`src/rtl/i16_pkg.sv`:
```
package i16_pkg;

    typedef enum logic [1:0] {
        MODE_VERT = 2'd0,
        MODE_HORZ = 2'd1,
        MODE_DC   = 2'd2
    } mode_e;

    typedef enum logic [1:0] {
        ST_IDLE = 2'd0,
        ST_ROWS = 2'd1,
        ST_PICK = 2'd2
    } state_e;

    localparam int unsigned NUM_MODES = 3;
    localparam int unsigned COST_W    = 32;
    localparam logic [COST_W-1:0] COST_SENTINEL = COST_W'(1) << 30;

    // positions inside the availability word
    localparam int unsigned AVL_LEFT_BIT = 0;
    localparam int unsigned AVL_TOP_BIT  = 2;

endpackage

```
`src/rtl/i16_dc_calc.sv`:
```
module i16_dc_calc
    import i16_pkg::*;
#(
    parameter int unsigned N     = 16,
    parameter int unsigned PIX_W = 8,
    parameter int unsigned AVL_W = 4
) (
    input  logic [(2*N+1)*PIX_W-1:0] nbr_i,
    input  logic [AVL_W-1:0]         avail_i,
    output logic [PIX_W-1:0]         dc_o
);
    localparam int unsigned LOG_N      = $clog2(N);
    localparam int unsigned SUM_W      = PIX_W + $clog2(2*N) + 1;
    localparam int unsigned SHIFT_BASE = LOG_N - 1;

    logic [SUM_W-1:0] sum;
    logic [SUM_W-1:0] shifted;
    logic [1:0]       sides;
    logic             has_left;
    logic             has_top;

    always_comb begin
        has_left = avail_i[AVL_LEFT_BIT];
        has_top  = avail_i[AVL_TOP_BIT];
        sum      = '0;
        for (int i = 0; i < N; i++) begin
            if (has_left) sum = sum + SUM_W'(nbr_i[i*PIX_W +: PIX_W]);
            if (has_top)  sum = sum + SUM_W'(nbr_i[(N+1+i)*PIX_W +: PIX_W]);
        end
        sides   = {1'b0, has_left} + {1'b0, has_top};
        sum     = sum + SUM_W'(sides) * SUM_W'(N/2);
        shifted = sum >> (SHIFT_BASE + int'(sides));
        if (avail_i == '0) begin
            dc_o = PIX_W'(1) << (PIX_W - 1);
        end else if (|shifted[SUM_W-1:PIX_W]) begin
            dc_o = '1;
        end else begin
            dc_o = shifted[PIX_W-1:0];
        end
    end
endmodule

```
`src/rtl/i16_row_sad.sv`:
```
module i16_row_sad #(
    parameter int unsigned N     = 16,
    parameter int unsigned PIX_W = 8,
    parameter int unsigned OUT_W = PIX_W + $clog2(N)
) (
    input  logic [N*PIX_W-1:0] src_row_i,
    input  logic [N*PIX_W-1:0] pred_row_i,
    output logic [OUT_W-1:0]   row_sad_o
);
    logic [N-1:0][PIX_W-1:0] diff;

    for (genvar g = 0; g < N; g++) begin : g_pix
        logic [PIX_W-1:0] a;
        logic [PIX_W-1:0] b;
        assign a       = src_row_i[g*PIX_W +: PIX_W];
        assign b       = pred_row_i[g*PIX_W +: PIX_W];
        assign diff[g] = (a > b) ? (a - b) : (b - a);
    end

    always_comb begin
        row_sad_o = '0;
        for (int i = 0; i < N; i++) begin
            row_sad_o = row_sad_o + OUT_W'(diff[i]);
        end
    end
endmodule

```
`src/rtl/i16_pick.sv`:
```
module i16_pick
    import i16_pkg::*;
#(
    parameter int unsigned ACC_W = 16
) (
    input  logic [NUM_MODES-1:0][ACC_W-1:0] sad_i,
    input  logic [NUM_MODES-1:0]            mask_i,
    output mode_e                           mode_o,
    output logic [COST_W-1:0]               cost_o
);
    logic [NUM_MODES-1:0][COST_W-1:0] cost;

    for (genvar m = 0; m < NUM_MODES; m++) begin : g_cost
        assign cost[m] = mask_i[m] ? COST_W'(sad_i[m]) : COST_SENTINEL;
    end

    always_comb begin
        if (cost[MODE_VERT] <= cost[MODE_HORZ] && cost[MODE_VERT] <= cost[MODE_DC]) begin
            mode_o = MODE_VERT;
            cost_o = cost[MODE_VERT];
        end else if (cost[MODE_HORZ] <= cost[MODE_DC]) begin
            mode_o = MODE_HORZ;
            cost_o = cost[MODE_HORZ];
        end else begin
            mode_o = MODE_DC;
            cost_o = cost[MODE_DC];
        end
    end
endmodule

```
`src/rtl/i16_mode_decide.sv`:
```
module i16_mode_decide
    import i16_pkg::*;
#(
    parameter int unsigned N     = 16,
    parameter int unsigned PIX_W = 8,
    parameter int unsigned AVL_W = 4
) (
    input  logic                     clk,
    input  logic                     rst_n,
    input  logic                     start,
    input  logic [(2*N+1)*PIX_W-1:0] nbr_i,
    input  logic [AVL_W-1:0]         avail_i,
    input  logic [NUM_MODES-1:0]     mask_i,
    input  logic                     row_valid,
    input  logic [N*PIX_W-1:0]       row_data,
    output logic                     row_ready,
    output logic                     done,
    output logic [1:0]               best_mode,
    output logic [COST_W-1:0]        best_sad
);
    localparam int unsigned NB_W      = (2*N+1)*PIX_W;
    localparam int unsigned ROW_BITS  = N*PIX_W;
    localparam int unsigned CNT_W     = $clog2(N);
    localparam int unsigned ROW_SAD_W = PIX_W + $clog2(N);
    localparam int unsigned MAX_SAD   = N*N*((1 << PIX_W) - 1);
    localparam int unsigned ACC_W     = $clog2(MAX_SAD + 1);

    typedef struct packed {
        state_e                           state;
        logic [NB_W-1:0]                  nbr;
        logic [NUM_MODES-1:0]             mask;
        logic [PIX_W-1:0]                 dc;
        logic [CNT_W-1:0]                 row;
        logic [NUM_MODES-1:0][ACC_W-1:0]  acc;
        logic                             done;
        logic [1:0]                       mode;
        logic [COST_W-1:0]                cost;
    } regs_t;

    regs_t r_d, r_q;

    logic [PIX_W-1:0]                    dc_now;
    logic [CNT_W-1:0]                    left_idx;
    logic [PIX_W-1:0]                    left_pix;
    logic [NUM_MODES-1:0][ROW_BITS-1:0]  pred;
    logic [NUM_MODES-1:0][ROW_SAD_W-1:0] row_sad;
    mode_e                               pick_mode;
    logic [COST_W-1:0]                   pick_cost;

    // flat value from the live inputs, captured at start
    i16_dc_calc #(.N(N), .PIX_W(PIX_W), .AVL_W(AVL_W)) i_dc (
        .nbr_i   (nbr_i),
        .avail_i (avail_i),
        .dc_o    (dc_now)
    );

    // predictor rows for the row being taken; left pixels are stored bottom-up
    assign left_idx        = CNT_W'(N - 1) - r_q.row;
    assign left_pix        = r_q.nbr[int'(left_idx)*PIX_W +: PIX_W];
    assign pred[MODE_VERT] = r_q.nbr[(N+1)*PIX_W +: ROW_BITS];
    assign pred[MODE_HORZ] = {N{left_pix}};
    assign pred[MODE_DC]   = {N{r_q.dc}};

    for (genvar m = 0; m < NUM_MODES; m++) begin : g_sad
        i16_row_sad #(.N(N), .PIX_W(PIX_W), .OUT_W(ROW_SAD_W)) i_row (
            .src_row_i  (row_data),
            .pred_row_i (pred[m]),
            .row_sad_o  (row_sad[m])
        );
    end

    i16_pick #(.ACC_W(ACC_W)) i_pick (
        .sad_i  (r_q.acc),
        .mask_i (r_q.mask),
        .mode_o (pick_mode),
        .cost_o (pick_cost)
    );

    always_comb begin
        r_d      = r_q;
        r_d.done = 1'b0;
        unique case (r_q.state)
            ST_IDLE: begin
                if (start) begin
                    r_d.state = ST_ROWS;
                    r_d.nbr   = nbr_i;
                    r_d.mask  = mask_i;
                    r_d.dc    = dc_now;
                    r_d.row   = '0;
                    r_d.acc   = '0;
                end
            end
            ST_ROWS: begin
                if (row_valid) begin
                    for (int m = 0; m < NUM_MODES; m++) begin
                        r_d.acc[m] = r_q.acc[m] + ACC_W'(row_sad[m]);
                    end
                    if (r_q.row == CNT_W'(N - 1)) begin
                        r_d.state = ST_PICK;
                    end else begin
                        r_d.row = r_q.row + CNT_W'(1);
                    end
                end
            end
            ST_PICK: begin
                r_d.mode  = pick_mode;
                r_d.cost  = pick_cost;
                r_d.done  = 1'b1;
                r_d.state = ST_IDLE;
            end
            default: r_d.state = ST_IDLE;
        endcase
    end

    always_ff @(posedge clk) begin
        if (!rst_n) begin
            r_q       <= '0;
            r_q.state <= ST_IDLE;
        end else begin
            r_q <= r_d;
        end
    end

    assign row_ready = (r_q.state == ST_ROWS);
    assign done      = r_q.done;
    assign best_mode = r_q.mode;
    assign best_sad  = r_q.cost;

    AST_DONE_PULSE: assert property (@(posedge clk) disable iff (!rst_n)
        done |=> !done);
    AST_NO_READY_AT_DONE: assert property (@(posedge clk) disable iff (!rst_n)
        done |-> !row_ready);
    AST_CAPTURE_HELD: assert property (@(posedge clk) disable iff (!rst_n)
        (r_q.state == ST_ROWS) |=> ($stable(r_q.mask) && $stable(r_q.dc) && $stable(r_q.nbr)));
    AST_ACC_NO_WRAP: assert property (@(posedge clk) disable iff (!rst_n)
        (r_q.state == ST_ROWS) |=> (r_q.acc[MODE_VERT] >= $past(r_q.acc[MODE_VERT])));
    AST_MODE_CODE: assert property (@(posedge clk) disable iff (!rst_n)
        done |-> (best_mode <= 2'd2));
    AST_SENTINEL_COST: assert property (@(posedge clk) disable iff (!rst_n)
        (done && !r_q.mask[best_mode]) |-> (best_sad == COST_SENTINEL));
    AST_REAL_COST_BOUND: assert property (@(posedge clk) disable iff (!rst_n)
        (done && r_q.mask[best_mode]) |-> (best_sad <= COST_W'(MAX_SAD)));
    AST_RESULT_HOLD: assert property (@(posedge clk) disable iff (!rst_n)
        (!done && r_q.state != ST_PICK) |=> $stable(best_sad));

endmodule

```
`config.mk`:
```
export PLATFORM = sky130hd
export DESIGN_NAME = i16_mode_decide
export DESIGN_NICKNAME = d
export VERILOG_FILES = /design/src/rtl/i16_pkg.sv /design/src/rtl/i16_dc_calc.sv /design/src/rtl/i16_row_sad.sv /design/src/rtl/i16_pick.sv /design/src/rtl/i16_mode_decide.sv
export SDC_FILE = /design/constraint.sdc
export NUM_CORES = 2
export LEC_CHECK = 0
export BUFFER_PORTS_ARGS = -buffer_cell sky130_fd_sc_hd__clkbuf_2
export CORE_UTILIZATION = 50
export CTS_CLUSTER_SIZE = 14
export DETAILED_ROUTE_END_ITERATION = 7
export PLACE_DENSITY = 0.65
export SYNTH_ARGS = -nofsm -noshare
export SYNTH_HDL_FRONTEND = slang
export SYNTH_SLANG_ARGS = --single-unit
```
`constraint.sdc`:
```
create_clock -name clk -period 75.9 [get_ports clk]
set_input_delay 11.385 -clock clk [delete_from_list [all_inputs] [get_ports clk]]
set_output_delay 11.385 -clock clk [all_outputs]
set_load 0.02 [all_outputs]
```
==> impl_metrics.toml <==
[outcome]
status = "finished, final reports clean"

[floorplan]
row_count = 135
io_pins = 439
start_util_pct = 50.4
dieArea_um2 = 138000
die_x_um = 371
coreArea_um2 = 135000
die_h_um = 371

[sta]
drv_slew = 0
hold_violations = 0
skew_ns = 0.0578
max_slew_margin_pct = 18.7
fin_crit_ns = 42.29
worst_pin_slew_ns = 1.22
tns_ns = 0
setup_viol_count_final = 0
fmax_mhz = 23.6
timing.final.crit_share_pct = 55.7
rsz0062_at_grt = "false"
setup_ws_ns = 33.61

[worst_setup_path]
cp_top_family = "adder cells"
cpPeakStageDelay_ns = 0.49
cp.required_ns = 76.36
reg2reg_from = "r_q[83]"
r2r_end = "r_q[66]"
arrival_ns = 42.75
path_class = "in2reg"
path_buf_inv = 4
cp-end-kind = "flop"
r2r_cells = 45
r2r_setup_slack_ns = 61.82
crit_slowest_cell = "fa_1"
start_kind = "input port"
cp_max_fo = 95

[clocking]
post_cts_resized = 0
hold_buffers = 0
clkTransAtPathRegs_ns = 0.06
htreeDepth = 2
cts_tree = "built"
worstSkewPairLatency_ns = 0.63
clk_root_buffer_cell = "clkbuf_16"
cts_sinks = 341
post_cts_buffers = 0
clock_path_buffers = 3
cts_made_buffers = 40

[route]
drt_iter0_drc = 6059
first_pass_iters = 8
wirelength_um = 263000
wire_per_inst_um = 25.1
via_per_inst = 6.06
final_antenna_net_count = 0
vias = 63300
drcViolationCount = 0

[global_route]
grt_pass1_vias = 60300
antenna_found_initial = 30
grt_use_total_pct = 37.3
grtUsageMet3_pct = 6.39
grt.overflow.total = 0
grt_pass1_wl_um = 380000
grt_max_degree = 146
busiest_layer = "met2"
grt_use_met1_pct = 49.1
grt_util_met2_pct = 56.9

[logic_synthesis]
ys_ff_latch = 341
yosysWarnings = 0
synth_cell_types = 114
synth_area_um2 = 68100
synthArstFlopShare_pct = 0
synthCells = 8372
synth.largest_area_cell = "ha_1"
synth_flop_cell = "dfxtp_1"
synth_top_area_share_pct = 21.0
synth_edf_count = 0
synth_area_leaders = "ha_1 (21%), fa_1 (13%), dfxtp_1 (10%)"
avgSynthCellArea_um2 = 8.14
seq_area_frac_synth_pct = 10.0

[placement]
dp_slack_ns = 33.36
routabilityCongestion = 1.12
place_hpwl_um = 218000
dpl.cell_count = 10400
port_buffers = 415

[finish]
final_common_cell = "ha_1"
fin_nets = 10600
areaGrowthSynthToFinish_pct = 7.60
final_cells = 10500
drive_gt1_share_pct = 8.97
layout_common_cells = "ha_1 (1144), nand2_1 (1087), inv_1 (821), a21oi_1 (793), o21ai_0 (460)"

[min_path]
hold-path-cell-count = 2
hold_path.class = "reg2reg"
hp-start = "r_q[121]"
holdPathEnd = "r_q[121]"

[job]
maxCapViolations = 0
==> cells in the mapped netlist, drive strengths merged (51+ instances only) <==
master and count:
ha 1144, nand2 1090, inv 829, a21oi 797, o21ai 478, fa 436
xnor2 406, dfxtp 341, nor2b 315, nor2 290, a21o 231, xor2 213
clkbuf 206, mux2i 183, nand2b 121, a221o 114, nand4 104, o21bai 94
mux2 86, buf 85, a211oi 83, a221oi 66, o21a 60, nand3 57
a22oi 51
==> flip-flops by register name, indices dropped and copies added, names as in the netlist <==
register / flops
best_mode: 2
r_q: 185
pred: 136
done: 1
best_sad: 17
==> kinds of logic (layout without fill, tap and decap cells) <==
group / count (synthesis) / in the layout / synth area share, %
AO/OA/AOI/OAI: 2207 / 2207 / 20.4
multiplexers: 312 / 312 / 5.54
XOR/XNOR: 637 / 637 / 8.80
AND/OR/NAND/NOR: 2167 / 2167 / 14.9
buffers and inverters: 1122 / 1394 / 6.37
adder cells (fa/ha/maj): 1585 / 1585 / 33.9
other: 1 / 29 / 0.00550
flip-flops: 341 / 341 / 10.0
==> worst reg2reg max path, delay by kind of cell, from the launching register on <==
kind | cells | cell delay (ns)
adders and majority gates | 10 | 4.63
xor gates and xnor gates | 4 | 1.46
AOI/OAI and AO/OA | 17 | 3.17
and+or+nand+nor | 5 | 0.44
muxes | 3 | 1.37
DFF | 1 | 0.68
buffers and inverters | 6 | 2.21
==> per-stage QoR <==
step           utilization [%]  hold WS, ns  instance area (um^2)
2_1_floorplan                -        0.428                 68200
3_3_place_gp              53.1        0.438                 71900
3_5_place_dp              53.1        0.443                 71900
4_1_cts                   54.2        0.452                 73300
5_1_grt                   54.2        0.467                 73300
6_report                  54.2        0.453                 73300
==> worst max path at each step <==
stage,start,to,slack (ns),depth (start not counted)
2_1_floorplan,avail_i[0],pred[262],36.33,146
3_3_place_gp,avail_i[0],pred[262],33.82,155
3_5_place_dp,avail_i[0],pred[257],33.36,156
4_1_cts,avail_i[0],pred[262],33.95,154
5_1_grt,avail_i[0],pred[262],31.16,154
6_report,avail_i[0],pred[262],33.61,155
==> final cells by class <==
type / instances / area [um^2]
diodes: 14 / 35.0
clock buffers: 52 / 1120
clock inverters: 20 / 279
fillers: 13000 / 62000
inverters: 831 / 3130
multi-input cells: 6923 / 57000
flip-flops and latches: 341 / 6830
well taps: 1781 / 2230
repair buffers: 491 / 2660
==> layer usage <==
layer  part of all wire [%]  routed length, um
met5                  0.070                183
met4                    7.0              18300
met3                    9.3              24500
met2                     43             113000
met1                     41             107000
Power is not shown: default switching activity piles up to over one toggle a cycle in this logic, so the estimate is an artifact.
